File: src/rtl/dma_arb_pkg.sv
package dma_arb_pkg;
  localparam int unsigned GCTL_W  = 32;
  localparam int unsigned EN_BIT  = 0;
  localparam int unsigned POL_BIT = 31;

  typedef enum logic {
    POL_FIXED = 1'b0,
    POL_RR    = 1'b1
  } arb_pol_e;
endpackage

File: src/rtl/fixed_prio_pick.sv
module fixed_prio_pick #(
  parameter int unsigned N_CH = 8,
  localparam int unsigned IDX_W = (N_CH > 1) ? $clog2(N_CH) : 1
) (
  input  logic [N_CH-1:0]  req_i,
  output logic             valid_o,
  output logic [IDX_W-1:0] idx_o
);
  always_comb begin
    valid_o = 1'b0;
    idx_o   = '0;
    for (int i = N_CH - 1; i >= 0; i--) begin
      if (req_i[i]) begin
        valid_o = 1'b1;
        idx_o   = IDX_W'(i);
      end
    end
  end

  always_comb begin
    if (valid_o) begin
      a_r1_pick_is_req: assert (req_i[idx_o]);
    end
  end
endmodule

File: src/rtl/rr_pick.sv
module rr_pick #(
  parameter int unsigned N_CH = 8,
  localparam int unsigned IDX_W = (N_CH > 1) ? $clog2(N_CH) : 1
) (
  input  logic [N_CH-1:0]  req_i,
  input  logic [IDX_W-1:0] last_i,
  output logic             valid_o,
  output logic [IDX_W-1:0] idx_o
);
  logic [IDX_W-1:0]  start;
  logic [2*N_CH-1:0] dbl;
  logic [N_CH-1:0]   rot;
  logic [IDX_W-1:0]  off;
  logic [IDX_W:0]    sum;

  assign start = (32'(last_i) == N_CH - 1) ? '0 : last_i + 1'b1;
  assign dbl   = {req_i, req_i} >> start;
  assign rot   = dbl[N_CH-1:0];

  fixed_prio_pick #(.N_CH(N_CH)) u_rot_pick (
    .req_i   (rot),
    .valid_o (valid_o),
    .idx_o   (off)
  );

  // offset back into channel space, modulo N_CH
  assign sum   = {1'b0, off} + {1'b0, start};
  assign idx_o = (32'(sum) >= N_CH) ? IDX_W'(32'(sum) - N_CH) : sum[IDX_W-1:0];

  always_comb begin
    if (valid_o) begin
      a_r5_rr_pick_is_req: assert (req_i[idx_o]);
    end
  end
endmodule

File: src/rtl/dma_bus_arbiter.sv
module dma_bus_arbiter
  import dma_arb_pkg::*;
#(
  parameter int unsigned N_CH = 8,
  localparam int unsigned IDX_W = (N_CH > 1) ? $clog2(N_CH) : 1
) (
  input  logic              clk_i,
  input  logic              rst_ni,
  input  logic [GCTL_W-1:0] gctl_i,
  input  logic [N_CH-1:0]   req_i,
  input  logic              burst_done_i,
  output logic [N_CH-1:0]   grant_o,
  output logic              grant_valid_o,
  output logic [IDX_W-1:0]  grant_idx_o
);
  logic             busy_q;
  logic [N_CH-1:0]  grant_q;
  logic [IDX_W-1:0] idx_q, last_q;

  logic             fx_v, rr_v, pick_v, en;
  logic [IDX_W-1:0] fx_idx, rr_idx, pick_idx;
  arb_pol_e         pol;

  assign en  = gctl_i[EN_BIT];
  assign pol = arb_pol_e'(gctl_i[POL_BIT]);

  fixed_prio_pick #(.N_CH(N_CH)) u_fixed (
    .req_i   (req_i),
    .valid_o (fx_v),
    .idx_o   (fx_idx)
  );

  rr_pick #(.N_CH(N_CH)) u_rr (
    .req_i   (req_i),
    .last_i  (last_q),
    .valid_o (rr_v),
    .idx_o   (rr_idx)
  );

  always_comb begin
    if (pol == POL_RR) begin
      pick_v   = rr_v;
      pick_idx = rr_idx;
    end else begin
      pick_v   = fx_v;
      pick_idx = fx_idx;
    end
  end

  always_ff @(posedge clk_i or negedge rst_ni) begin
    if (!rst_ni) begin
      busy_q  <= 1'b0;
      grant_q <= '0;
      idx_q   <= '0;
      last_q  <= IDX_W'(N_CH - 1);
    end else if (busy_q) begin
      if (burst_done_i) begin
        busy_q  <= 1'b0;
        grant_q <= '0;
        idx_q   <= '0;
      end
    end else if (en && pick_v) begin
      busy_q  <= 1'b1;
      grant_q <= {{(N_CH-1){1'b0}}, 1'b1} << pick_idx;
      idx_q   <= pick_idx;
      last_q  <= pick_idx;
    end
  end

  assign grant_o       = grant_q;
  assign grant_valid_o = busy_q;
  assign grant_idx_o   = idx_q;

  a_r2_onehot: assert property (@(posedge clk_i) disable iff (!rst_ni)
    $onehot0(grant_o) && (grant_valid_o == (grant_o != '0)));

  a_r3_hold: assert property (@(posedge clk_i) disable iff (!rst_ni)
    grant_valid_o && !burst_done_i |=> grant_valid_o && $stable(grant_o));

  a_r4_no_grant_disabled: assert property (@(posedge clk_i) disable iff (!rst_ni)
    !grant_valid_o && !gctl_i[EN_BIT] |=> !grant_valid_o);

  a_r6_gap_after_done: assert property (@(posedge clk_i) disable iff (!rst_ni)
    grant_valid_o && burst_done_i |=> grant_o == '0);

  a_r1_fixed_lowest: assert property (@(posedge clk_i) disable iff (!rst_ni)
    !grant_valid_o && gctl_i[EN_BIT] && !gctl_i[POL_BIT] && (req_i != '0)
    |=> ((($past(req_i) & grant_o) != '0) && (($past(req_i) & (grant_o - 1'b1)) == '0)));

  a_r9_done_idle: assert property (@(posedge clk_i) disable iff (!rst_ni)
    !grant_valid_o && burst_done_i && (!gctl_i[EN_BIT] || req_i == '0) |=> !grant_valid_o);
endmodule

File: config.mk
export PLATFORM = sky130hd
export DESIGN_NAME = dma_bus_arbiter
export DESIGN_NICKNAME = d
export VERILOG_FILES = /design/src/rtl/dma_arb_pkg.sv /design/src/rtl/fixed_prio_pick.sv /design/src/rtl/rr_pick.sv /design/src/rtl/dma_bus_arbiter.sv
export SDC_FILE = /design/constraint.sdc
export NUM_CORES = 1
export LEC_CHECK = 0
export CORE_MARGIN = 5
export CORE_UTILIZATION = 42
export CTS_CLUSTER_SIZE = 20
export DETAILED_ROUTE_END_ITERATION = 10
export GPL_TIMING_DRIVEN = 0
export MAX_ROUTING_LAYER = met4
export PLACE_DENSITY = 0.82
export SLEW_MARGIN = 30
export SYNTH_ARGS = -nofsm -noshare
export SYNTH_HDL_FRONTEND = slang
export SYNTH_SLANG_ARGS = --single-unit
File: constraint.sdc
create_clock -name clk_i -period 5.6 [get_ports clk_i]
set_input_delay 1.12 -clock clk_i [delete_from_list [all_inputs] [get_ports clk_i]]
set_output_delay 1.12 -clock clk_i [all_outputs]
set_load 0.01 [all_outputs]
Word level (Yosys, flattened, before mapping)
Index checks and enable logic that the tools add are counted.

word-level totals
  bits in registers = 15
  bits of input ports = 43
  output and inout port bits = 12
  word-level logic and storage cells = 62

cells by class
  add/subtract/negate cells = 3
  order comparisons = 1
  eq/ne operators = 2
  shifts and indexed selects = 2
  multiplexer cells = 45
  bitwise operators = 1
  reduce and logical (&&, ||, !) cells = 4

operator list
  kind                                                                 number
  3-bit two-way mux                                                    22
  8-bit two-way mux                                                    3
  1-bit two-way mux                                                    20
  16-bit by 3-bit right shift with 8-bit output                        1
  1-bit by 3-bit left shift with 8-bit output (first input constant)   1
  3-bit by 3-bit adder with 4-bit output                               1
  4-bit >= comparator (second input constant)                          1
  2-bit AND reduction                                                  2
  3-bit by 1-bit adder with 3-bit output (second input constant)       1
  3-bit equality test (second input constant)                          1
  3-bit by 1-bit subtractor with 3-bit output (second input constant)  1
  2-bit != test (second input constant)                                1
  2-bit nonzero test                                                   1
  1-bit logical AND                                                    1
  1-bit inverter                                                       1

Longest topological paths before layout
Gate-level depths: netlist of the first run.

  depth in word-level cells = 18
  mapped depth = 14
  mapped depth without buffers = 14

Modules after synthesis
From an unflattened synthesis of the first run, not the netlist that was laid out.

second synthesis, totals
  cells, all modules = 126
  area, all modules = 1277.5 µm²

by module, submodules not included
  module           instances  cells each  area each (µm²)  seq. area each (µm²)
  dma_bus_arbiter  1          52          708.2            379.1
  rr_pick          1          48          409.1            0.0
  fixed_prio_pick  2          13          80.1             0.0

Least setup slack after synthesis of the first run
Ideal clock, no wire load.

  kind = register to register
  from = register last_q[0]
  to = register grant_q[2], in the netlist grant_o[2]
  setup time = 68 ps
  arrival = 3784 ps
  data required time = 5532 ps
  path slack = 1748 ps
  cell stages (with the launch flop) = 15
  buffers on the path = 0
  period minus slack after synthesis = 3852 ps
  cell sequence = dfstp_2 -> ha_1 -> ha_1 -> nand2b_2 -> inv_2 -> mux4_2 -> mux2_2 -> o21ai_0 -> o21ai_0 -> and3_1 -> fa_1 -> xnor2_1 -> or3b_1 -> a31oi_1 -> a32o_1

between the ends
  cells in the longest elaborated chain, start to end = 18
  elaborated cells between the ends (all ways) = 32
  those cells by class = add/sub (3); order compare (1); eq/ne (1); shift (2); mux (22); reduce/logical (3)

RTL lines
  element                                                                             RTL line               text
  start, declared                                                                     dma_bus_arbiter.sv:18  logic [IDX_W-1:0] idx_q, last_q;
  start signal, assigned                                                              dma_bus_arbiter.sv:55  last_q <= IDX_W'(N_CH - 1);
  start signal, assigned                                                              dma_bus_arbiter.sv:66  last_q <= pick_idx;
  3-bit by 1-bit adder with 3-bit output or 3-bit equality test (tied branches)       rr_pick.sv:16          assign start = (32'(last_i) == N_CH - 1) ? '0 : last_i + 1'b1;
  3-bit two-way mux *                                                                 rr_pick.sv:16
  16-bit by 3-bit right shift with 8-bit output                                       rr_pick.sv:17          assign dbl = {req_i, req_i} >> start;
  3-bit two-way mux (8 in series)                                                     fixed_prio_pick.sv:13  if (req_i[i]) begin
  3-bit by 3-bit adder with 4-bit output                                              rr_pick.sv:27          assign sum = {1'b0, off} + {1'b0, start};
  4-bit >= comparator or 3-bit by 1-bit subtractor with 3-bit output (tied branches)  rr_pick.sv:28          assign idx_o = (32'(sum) >= N_CH) ? IDX_W'(32'(sum) - N_CH) : sum[IDX_W-1:0];
  3-bit two-way mux                                                                   rr_pick.sv:28
  3-bit two-way mux                                                                   dma_bus_arbiter.sv:41  if (pol == POL_RR) begin
  1-bit by 3-bit left shift with 8-bit output                                         dma_bus_arbiter.sv:64  grant_q <= {{(N_CH-1){1'b0}}, 1'b1} << pick_idx;
  8-bit two-way mux                                                                   dma_bus_arbiter.sv:62  end else if (en && pick_v) begin
  8-bit two-way mux                                                                   dma_bus_arbiter.sv:56  end else if (busy_q) begin
  end signal, assigned                                                                dma_bus_arbiter.sv:64
  end, declared                                                                       dma_bus_arbiter.sv:17  logic [N_CH-1:0] grant_q;

Mark *: on every way between the ends. The rest lies on a longest branch, timed or not. The select of a mux whose other input is x is not followed.
A chain may end at the register's enable or synchronous reset.

Worst setup path in the final report of the first run
  from = input port req_i[3]
  to = register grant_q[3], in the netlist grant_o[3]

between the ends
  cells in the longest elaborated chain, start to end = 16
  elaborated cells between the ends (all ways) = 37
  those cells by class = add/sub (2); order compare (1); shift (2); mux (29); reduce/logical (3)

RTL lines
  element                                                                             RTL line               text
  start, declared                                                                     dma_bus_arbiter.sv:10  input logic [N_CH-1:0] req_i,
  16-bit by 3-bit right shift with 8-bit output                                       rr_pick.sv:17
  3-bit two-way mux (8 in series)                                                     fixed_prio_pick.sv:13
  3-bit by 3-bit adder with 4-bit output                                              rr_pick.sv:27
  4-bit >= comparator or 3-bit by 1-bit subtractor with 3-bit output (tied branches)  rr_pick.sv:28
  3-bit two-way mux                                                                   rr_pick.sv:28
  3-bit two-way mux                                                                   dma_bus_arbiter.sv:41
  1-bit by 3-bit left shift with 8-bit output                                         dma_bus_arbiter.sv:64
  8-bit two-way mux                                                                   dma_bus_arbiter.sv:62
  8-bit two-way mux                                                                   dma_bus_arbiter.sv:56

Several ways; a longest one is shown, not always the timed one. The select of a mux whose other input is x is not followed.

==> results of run 1 <==
==> kinds of logic after synthesis <==
kind of cell | count (synthesis) | share of synthesized area
compound gates | 33 | 0.217
xor+xnor | 1 | 0.00709
fa+ha+maj | 3 | 0.0365
buf+inv | 9 | 0.0405
flops | 15 | 0.307
mux | 22 | 0.261
simple gates | 31 | 0.131
==> area by class of cell <==
class,count,area (sq um),share of cell area
multi-input cells,90,806,0.526
flip-flops and latches,15,379,0.248
repair buffers,23,230,0.150
well taps,31,38.8,0.0253
plain buffers,5,35.0,0.0229
clock buffers,3,22.5,0.0147
inverters,4,15.0,0.00980
clock inverters,1,5.00,0.00327
==> synth_stat cells (all sizes together), types with 2 or more instances <==
master / n / share of area
and3: 2 / 0.010
nor3: 3 / 0.012
dfstp: 3 / 0.064
nor2: 5 / 0.015
a32o: 8 / 0.065
nand3: 2 / 0.0081
buf: 3 / 0.022
mux2: 2 / 0.018
dfrtp: 12 / 0.24
a31oi: 3 / 0.015
clkbuf: 2 / 0.0061
o2bb2ai: 2 / 0.014
o21ai: 6 / 0.024
ha: 2 / 0.020
or3b: 2 / 0.014
inv: 4 / 0.012
nand4: 2 / 0.010
mux4: 8 / 0.15
a21oi: 2 / 0.0081
a21o: 2 / 0.012
nand2: 10 / 0.030
mux2i: 12 / 0.097
==> through the flow <==
step           setup WS (ps)   util  instance area (sq um)
2_1_floorplan           1750      -                   1230
3_3_place_gp            1030  0.541                   1500
3_5_place_dp             937  0.541                   1500
4_1_cts                 1230  0.551                   1530
5_1_grt                  932  0.551                   1530
6_report                1180  0.551                   1530
==> worst min-delay path by stage <==
stage / end / slack [ps] / depth (start not counted) / start
6_report: last_q[1] / 490 / 2 / last_q[1]
5_1_grt: grant_o[3] / 510 / 1 / grant_o[3]
4_1_cts: last_q[1] / 490 / 2 / last_q[1]
3_5_place_dp: grant_idx_o[2] / 470 / 1 / grant_idx_o[2]
3_3_place_gp: grant_idx_o[2] / 470 / 1 / grant_idx_o[2]
2_1_floorplan: last_q[0] / 460 / 2 / last_q[0]
==> layout by cell type, fill, tap and decap left out, drive strengths merged, types with 3 or more instances in the layout <==
master / Yosys / layout
a31oi: 3 / 3
clkbuf: 2 / 5
inv: 4 / 4
clkdlybuf4s50: 0 / 23
a32o: 8 / 8
dfstp: 3 / 3
mux2i: 12 / 12
nor2: 5 / 5
nand2: 10 / 10
dfrtp: 12 / 12
mux4: 8 / 8
buf: 3 / 3
o21ai: 6 / 6
nor3: 3 / 3
==> worst register-to-register path: stages (launching register included) <==
cell and delay [ps]:
dfstp_2 390, ha_1 190, ha_1 190, nand2b_2 250
inv_2 170, mux4_2 540, mux2_2 270, o21ai_0 300
o21ai_0 120, and3_1 200, fa_1 370, xnor2_1 190
or3b_1 410, a31oi_1 350, a32o_1 220
==> layer usage <==
metal / vias to the layer above / global-route usage / part of all wire
li1: 516 / - / -
met3: 2 / 0.0298 / 0.053
met1: 543 / 0.218 / 0.43
met4: 0 / 0.0356 / 0.0032
met5: - / - / 0
met2: 39 / 0.271 / 0.51
==> flip-flops by register name, summed over array words and instances, names as in the netlist <==
signal and flops:
grant_o 8, grant_valid_o 1, last_q 3, grant_idx_o 3
==> where the power goes <==
group	switching (mW)	total [mW]	internal (mW)
combinational	0.391	0.750	0.359
sequential	0.0222	0.176	0.154
clock	0.0350	0.0616	0.0266
total	0.449	0.988	0.540
==> metrics.md, run 1 <==
| Metric | Value |
|---|---|
| R2R depth | 14 |
| Cell Chain, Critical Path | clkdlybuf4s50_1 -> mux4_2 -> mux2_2 -> o21ai_0 -> o21ai_0 -> and3_1 -> fa_1 -> xnor2_1 -> or3b_1 -> a31oi_1 -> a32o_1 |
| Post-CTS sizing | 0 |
| Worst hold margin | 490 ps |
| Critical path's slowest cell | mux4_2 |
| Sequential fraction of the synthesis area | 0.307 |
| CP arrival | between 4000 and 5000 ps |
| Skew-Pair Late Insertion Delay | around 290 ps |
| Worst path bufs/invs | 1 |
| Post-Syn Instances | approximately 110 |
| Final hold violations | 0 |
| Fmax | between 200 and 250 MHz |
| Cell Pwr Density | between 600 and 700 nW/um^2 |
| Min Tclk post-route | ~4400 ps |
| Antenna-violating nets left | 0 |
| Max clock buf depth | 2 |
| Non-Filler Instances | between 150 and 200 |
| VDD IR max | 0.000416 V |
| Clk_skew | ~13 ps |
| Total negative slack | 0 ps |
| Post-Syn Area | 1230 sq um |
| Worst-path clk slew | about 90 ps |
| Starting Density | 0.444 |
| Vias after detailed routing | 1100 |
| Max_slew headroom | 0.515 |
| Reg-to-reg slack, setup | approximately 1400 ps |
| Worst Path Required | a little under 6000 ps |
| Antenna violations before repair | 0 |
| Final period utilization | 0.790 |
| Layout cells sized above 1 | 0.177 |
| Fillers | roughly 250 |
| CP max FO | 7 |
| MaxCap Viol Count | 0 |
| Largest net degree at the start of global routing | 16 |
| Die height | ~64 microns |
| Sink Count | 15 |
| DRT Pass-1 Iters | 4 |
| Hold_buf cts | 0 |
| Gpl congestion | between 0.8 and 0.9 |
| Synth Register Bits | 15 |
| Least-Margin Pin Slew | slightly above 700 ps |
| Predominant post-synthesis flop cell | dfrtp_1 |
| Rows | 19 |
| Reg2reg start | last_q[0] |
| Tightest Hold Check Type | reg2reg |
| Die Footprint | approximately 4100 sq um |
| CTS buffer count | 3 |
| Vias in the first global route | ~1100 |
| Outcome | finished clean |
| Top Ports | between 50 and 60 |
| Total Routing Usage GR | 0.167 |
| I/O Buffers | 23 |
| Element type at the critical path start | primary input |
| Root buffer selected by CTS | clkbuf_4 |
| Post-synth EDFFs | 0 |
| Post-detail-place hpwl | between 2000 and 2500 microns |
| Most used cell, CP | o21ai_0 |
| N_diodes | 0 |
| Area growth, synth to finish | 24.0% |
| FF-to-FF End | grant_o[3] |
| Placed Cells | approximately 170 |
| Slew Viols, Final | 0 |
| FFs w/ async S/R, synth | 1.00 |
| Vias per cell | about 6.4 |
| Peak per-stage delay on the critical path | 560 ps |
| CTS tree | done |
| GR Overflow Total | 0 |
| Nets | about 190 |
| Unique cell type count in the Yosys netlist | 43 |
| Core Area | 2780 sq um |
| Syn Area/Cell | ~11 sq um |
| Yosys warns | 0 |
| First-pass GRT wire length | roughly 5500 microns |
| RSZ-0062 raised after global routing | no |
| Mapped Nets | 160 |
| CTS H-tree depth | 1 |
| Delay-heaviest family, CP | compound AO/OA/AOI/OAI gates |
| DR WL/cell | 18.0 microns |
| Setup violators final | 0 |
| Crit end category | flop |
| DRC | 0 |
| Worst setup endpoint | grant_o[3] |
| Worst Setup SP | req_i[3] |
| Number of cells on the critical path | 11 |
| Crit Path Class | in2reg |
| Die W | 64.2 microns |
| Post-Route WL | between 3000 and 4000 microns |
| Pwr Total | just under 1 mW |
| Setup Fix Bufs, Post-CTS | 0 |
| Pleak | between 0.6 and 0.7 nW |
| Initial DRC count | 50 |
(Power assumes the default switching activity.)
==> inputs of run 2 (changes only) <==
==> constraint.sdc (replaced) <==
create_clock -name clk_i -period 4.5 [get_ports clk_i]
set_input_delay 0.9 -clock clk_i [delete_from_list [all_inputs] [get_ports clk_i]]
set_output_delay 0.9 -clock clk_i [all_outputs]
set_load 0.01 [all_outputs]
==> metrics.md, run 2 (same netlist as run 1, synthesis figures left out) <==
| Metric | Value |
|---|---|
| Combinational Power Share | 0.761 (+0.002) |
| RSZ-0062 raised after global routing | no |
| Layout cells sized above 1 | 0.184 (+0.00709) |
| Top Ports | 55 (unchanged) |
| DRC | 0 (unchanged) |
| Die W | 64.2 microns (unchanged) |
| Clk_skew | 13.0 ps (+0.392 ps) |
| Placed Cells | 168 (unchanged) |
| CP arrival | 4420 ps (-220 ps) |
| Worst hold margin | 490 ps (-0.00300 ps) |
| CP max FO | 5 (-2) |
| Die height | 64.2 microns (unchanged) |
| Outcome | finished clean |
| Critical path's slowest cell | mux4_2 |
| Vias in the first global route | 1149 (unchanged) |
| MaxCap Viol Count | 0 (unchanged) |
| Crit Path Class | reg2reg |
| Core Area | 2780 sq um (unchanged) |
| Die Footprint | 4120 sq um (unchanged) |
| Slew Viols, Final | 0 (unchanged) |
| Worst path bufs/invs | 1 (unchanged) |
| Total negative slack | 0 ps (unchanged) |
| Least-Margin Pin Slew | 722 ps (+2.97 ps) |
| Max reg flops | 8 (unchanged) |
| Total Routing Usage GR | 0.167 (unchanged) |
| Worst Path Required | 4720 ps (-1100 ps) |
| CTS buffer count | 3 (unchanged) |
| Final period utilization | 0.934 |
| Cell Chain, Critical Path | ha_1 -> ha_1 -> nand2b_2 -> inv_2 -> mux4_2 -> mux2_2 -> o21ai_0 -> o21ai_0 -> and3_1 -> fa_1 -> xnor2_1 -> or3b_1 -> a31oi_2 -> a32o_1 |
| DR WL/cell | 18.2 microns (+0.81%) |
| CTS H-tree depth | 1 (unchanged) |
| Commonest non-fill, non-tap cell in the layout | clkdlybuf4s50_1 |
| Fmax | 238 MHz |
| Element type at the critical path start | flop |
| DP Area | 1500 sq um (unchanged) |
| Initial DRC count | 46 (-8.0%) |
| Post-detail-place hpwl | 2450 microns (unchanged) |
| GR Overflow Total | 0 (unchanged) |
| Largest net degree at the start of global routing | 16 (unchanged) |
| Clk pwr share | 0.062 (about the same) |
| Vias after detailed routing | 1111 (+1.0%) |
| Post-CTS sizing | 0 (unchanged) |
| Max clock buf depth | 2 (unchanged) |
| Switching part of the total | 0.457 (+0.00273) |
| Setup violators final | 0 (unchanged) |
| Tightest Hold Check Type | reg2reg |
| Place WS | 57.1 ps (-880 ps) |
| I/O Buffers | 23 (unchanged) |
| DRT Pass-1 Iters | 4 (unchanged) |
| Most frequent cells in the layout | clkdlybuf4s50_1, mux2i_1, dfrtp_1 |
| Sw power | 0.566 mW (+26%) |
| Vias per cell | 6.46 (+1.0%) |
| Non-Filler Instances | 172 (unchanged) |
| Setup Fix Bufs, Post-CTS | 0 (unchanged) |
| Max_slew headroom | 0.513 (-0.00201) |
| CTS tree | done |
| Pwr Total | 1.24 mW (+25%) |
| Root buffer selected by CTS | clkbuf_4 |
| VDD IR max | 0.000522 V (+26%) |
| Register share of total power | 0.177 (about the same) |
| Antenna violations before repair | 0 (unchanged) |
| Starting Density | 0.444 (unchanged) |
| Min Tclk post-route | approximately 4200 ps |
| Antenna-violating nets left | 0 (unchanged) |
| Final hold violations | 0 (unchanged) |
| Crit end category | flop |
| Hold_buf cts | 0 (unchanged) |
| Worst-path clk slew | 90 ps (about the same) |
| Worst setup margin | 295 ps (-882 ps) |
| Int Pwr | 0.673 mW (+25%) |
| Design area | 1540 sq um (+0.41%) |
| Post-Route WL | 3130 microns (+0.81%) |
| Layout Utilization | 0.553 (+0.00225) |
| Area growth, synth to finish | 24.5% |
| Gpl congestion | 0.828 (unchanged) |
| Pleak | 0.632 nW (about the same) |
| Skew-Pair Late Insertion Delay | 290 ps (about the same) |
| N_diodes | 0 (unchanged) |
| Delay-heaviest family, CP | compound AO/OA/AOI/OAI gates |
| Sink Count | 15 (unchanged) |
| Cell Pwr Density | 806 nW/um^2 (+25%) |
| Rows | 19 (unchanged) |
| First-pass GRT wire length | 5530 microns (unchanged) |
| Nets | 188 (unchanged) |
| Peak per-stage delay on the critical path | 540 ps (-20 ps) |
-- run 2: cell counts in the layout (fill, tap and decap cells not counted) --
Identical to the previous run, type by type.
-- run 2: layout make-up --
cell class | count | area [sq um]
clock buffers | 3 | 22.5
fillers | 248 | 1240
well taps | 31 | 38.8
repair buffers | 23 | 230
plain buffers | 5 | 35.0
clock inverters | 1 | 5.00
inverters | 4 | 15.0
multi-input cells | 90 | 812
flip-flops and latches | 15 | 379
-- run 2: metal layers --
layer / vias up / track usage / share of wire
met5: - / - / 0
met4: 0 / 0.0356 / 0.0096
met3: 4 / 0.0298 / 0.056
met2: 42 / 0.271 / 0.51
met1: 548 / 0.218 / 0.43
li1: 517 / - / -
-- run 2: power groups by stage --
stage	Combinational [mW]	Sequential (mW)	Clock (mW)
after global placement	0.892	0.222	0
final	0.943	0.219	0.0766
after floorplan	0.677	0.235	0
after global routing	1.04	0.227	0.0843
after detailed placement	0.926	0.222	0
after CTS	0.936	0.221	0.0799
-- run 2: path summary, 6_finish.rpt --
path                       startpoint             end  slack [ps]  depth (start not counted)
max                         last_q[0]      grant_o[3]         300                         14
min                         last_q[1]       last_q[1]         490                          2
max reg2reg                 last_q[0]      grant_o[3]         300                         14
min reg2reg                 last_q[1]       last_q[1]         490                          2
max in group asynchronous      rst_ni   grant_valid_o        3060                          1
min in group asynchronous      rst_ni  grant_idx_o[2]        1010                          1
-- run 2: worst reg2reg max path: stages, from the launching register on --
cell	delay, ps
dfstp_2	390
ha_1	190
ha_1	190
nand2b_2	250
inv_2	170
mux4_2	540
mux2_2	270
o21ai_0	310
o21ai_0	120
and3_1	200
fa_1	370
xnor2_1	190
or3b_1	430
a31oi_2	290
a32o_1	200
==> inputs of run 3 (changes only) <==
--- a/config.mk
+++ b/config.mk
@@ -5,7 +5,7 @@
 export SDC_FILE = /design/constraint.sdc
 export NUM_CORES = 1
 export LEC_CHECK = 0
-export CORE_MARGIN = 5
+export CORE_MARGIN = 4
 export CORE_UTILIZATION = 42
 export CTS_CLUSTER_SIZE = 20
 export DETAILED_ROUTE_END_ITERATION = 10
==> metrics.md, run 3 (same netlist as run 1, synthesis figures left out) <==
| Metric | Value |
|---|---|
| Crit Path Class | reg2reg |
| Hold_buf cts | 0 (unchanged) |
| Antenna violations before repair | 0 (unchanged) |
| Vias after detailed routing | 1087 (-2.2%) |
| Register share of total power | 0.181 (+0.004) |
| Element type at the critical path start | flop |
| Hold_sp | last_q[1] |
| Least-Margin Pin Slew | 742 ps (+20.6 ps) |
| Cell Chain, Critical Path | ha_1 -> ha_1 -> nand2b_2 -> inv_2 -> mux4_2 -> mux2_2 -> o21ai_0 -> o21ai_0 -> and3_1 -> fa_1 -> xnor2_1 -> or3b_1 -> a31oi_2 -> a32o_1 |
| Sink Count | 15 (unchanged) |
| CTS H-tree depth | 1 (unchanged) |
| Pleak | 0.632 nW (unchanged) |
| Reg2reg start | last_q[0] |
| Sw power | 0.551 mW (-2.6%) |
| Worst setup margin | 236 ps (-59.0 ps) |
| Outcome | finished clean |
| Pwr Total | 1.22 mW (-1.2%) |
| Skew-Pair Late Insertion Delay | 290 ps (about the same) |
| Worst Path Required | 4730 ps (about the same) |
| Design area | 1540 sq um (unchanged) |
| Int Pwr | 0.672 mW (about the same) |
| Max clock buf depth | 2 (unchanged) |
| Hold path cells | 2 (unchanged) |
| Root buffer selected by CTS | clkbuf_4 |
| Antenna-violating nets left | 0 (unchanged) |
| Total Routing Usage GR | 0.162 (-0.00550) |
| Layout Utilization | 0.553 (unchanged) |
| Min Tclk post-route | 4260 ps (+59.0 ps) |
| FF-to-FF End | grant_o[0] |
| Reg-to-reg slack, setup | 240 ps (-60 ps) |
| Peak per-stage delay on the critical path | 550 ps (about the same) |
| Tightest Hold Check Type | reg2reg |
| DR WL/cell | 17.1 microns (-5.8%) |
| Vias in the first global route | 1141 (-0.70%) |
| N_diodes | 0 (unchanged) |
| Die height | 62.2 microns (-3.1%) |
| Vias per cell | 6.32 (-2.2%) |
| DRT Pass-1 Iters | 4 (unchanged) |
| Top Ports | 55 (unchanged) |
| Nets | 188 (unchanged) |
| Non-Filler Instances | 172 (unchanged) |
| Switching part of the total | 0.450 (-0.00624) |
| Worst path bufs/invs | 1 (unchanged) |
| Post-Route WL | 2950 microns (-5.8%) |
| Final period utilization | 0.947 (+0.0131) |
| Final hold violations | 0 (unchanged) |
| CP max FO | 5 (unchanged) |
| Initial DRC count | 73 (+59%) |
| Largest net degree at the start of global routing | 16 (unchanged) |
| Clk_skew | 6.77 ps (-6.26 ps) |
| CTS tree | done |
| Critical path's slowest cell | mux4_2 |
| Crit end category | flop |
| Layout cells sized above 1 | 0.184 (unchanged) |
| Die W | 62.2 microns (-3.1%) |
| VDD IR max | 0.000472 V (-9.6%) |
| CP arrival | 4490 ps (+70 ps) |
| Worst hold margin | 486 ps (-4.48 ps) |
| Area growth, synth to finish | 24.5% (unchanged) |
| R2R depth | 14 (unchanged) |
| Placed Cells | 168 (unchanged) |
| DRC | 0 (unchanged) |
| Max_slew headroom | 0.499 (-0.0139) |
| Total negative slack | 0 ps (unchanged) |
| First-pass GRT wire length | 5100 microns (-7.7%) |
| Worst-path clk slew | 90 ps (about the same) |
| MaxCap Viol Count | 0 (unchanged) |
| Cell Pwr Density | 796 nW/um^2 (-1.2%) |
| WHS Endpoint | last_q[1] |
| Die Footprint | 3870 sq um (-6.1%) |
| Place WS | -3.76 ps (-60.8 ps) |
| GR Overflow Total | 0 (unchanged) |
| Clk pwr share | 0.062 (about the same) |
| Fmax | 235 MHz (-1.4%) |
| Commonest non-fill, non-tap cell in the layout | clkdlybuf4s50_1 |
| Setup violators final | 0 (unchanged) |
| Starting Density | 0.444 (unchanged) |
| DP Area | 1500 sq um (unchanged) |
| I/O Buffers | 23 (unchanged) |
| Combinational Power Share | 0.757 (-0.004) |
| CTS buffer count | 3 (unchanged) |
| RSZ-0062 raised after global routing | no |
| Slew Viols, Final | 0 (unchanged) |
| Post-detail-place hpwl | 2280 microns (-6.7%) |
| Core Area | 2780 sq um (unchanged) |
| Max reg flops | 8 (unchanged) |
| Most frequent cells in the layout | clkdlybuf4s50_1, mux2i_1, dfrtp_1 |
| Gpl congestion | 0.796 (-3.9%) |
| Rows | 19 (unchanged) |
| Delay-heaviest family, CP | compound AO/OA/AOI/OAI gates |
==> run 3: cell counts in the layout (fill, tap and decap cells not counted) <==
No cell type changed its count.
==> run 3: worst min-delay path, stage by stage (launching register included) <==
cell and delay, ps:
dfstp_2 380, nand2_1 40, o21ai_0 60
==> run 3: layout make-up <==
class                   instances  area, sq um
plain buffers                   5         35.0
inverters                       4         15.0
repair buffers                 23          230
fillers                       245         1240
multi-input cells              90          812
flip-flops and latches         15          379
clock inverters                 1         5.00
well taps                      31         38.8
clock buffers                   3         22.5
==> run 3: power by group through the flow <==
stage / combinational [mW] / clock (mW) / sequential [mW]
after floorplan: 0.677 / 0 / 0.235
after global placement: 0.892 / 0 / 0.221
after detailed placement: 0.912 / 0 / 0.223
after CTS: 0.922 / 0.0782 / 0.222
after global routing: 1.01 / 0.0847 / 0.228
final: 0.926 / 0.0762 / 0.222
==> run 3: worst max-delay path by stage <==
stage / slack [ps] / endpoint / start / depth (start not counted)
after floorplan: 650 / grant_o[2] / last_q[0] / 14
after global placement: 140 / grant_o[2] / req_i[6] / 11
after detailed placement: -4 / grant_o[0] / req_i[3] / 11
after CTS: 180 / grant_o[0] / last_q[0] / 14
after global routing: 40 / grant_o[2] / last_q[0] / 14
final: 240 / grant_o[0] / last_q[0] / 14
==> run 3: timing repair <==
| item | in CTS | in global routing |
|---|---|---|
| setup buffers | 0 | 0 |
| setup endpoints to repair | 0 | 4 |
| gates resized for setup | 0 | 1 |
| endpoints found under the hold margin | 0 | 0 |
==> run 3: routing by layer <==
| metal | global-route usage | vias to the layer above | routed length, microns |
|---|---|---|---|
| met5 | - | - | 0 |
| met3 | 0.0180 | 10 | 125 |
| met4 | 0.0867 | 0 | 81 |
| met2 | 0.241 | 37 | 1360 |
| met1 | 0.214 | 524 | 1380 |
| li1 | - | 516 | - |
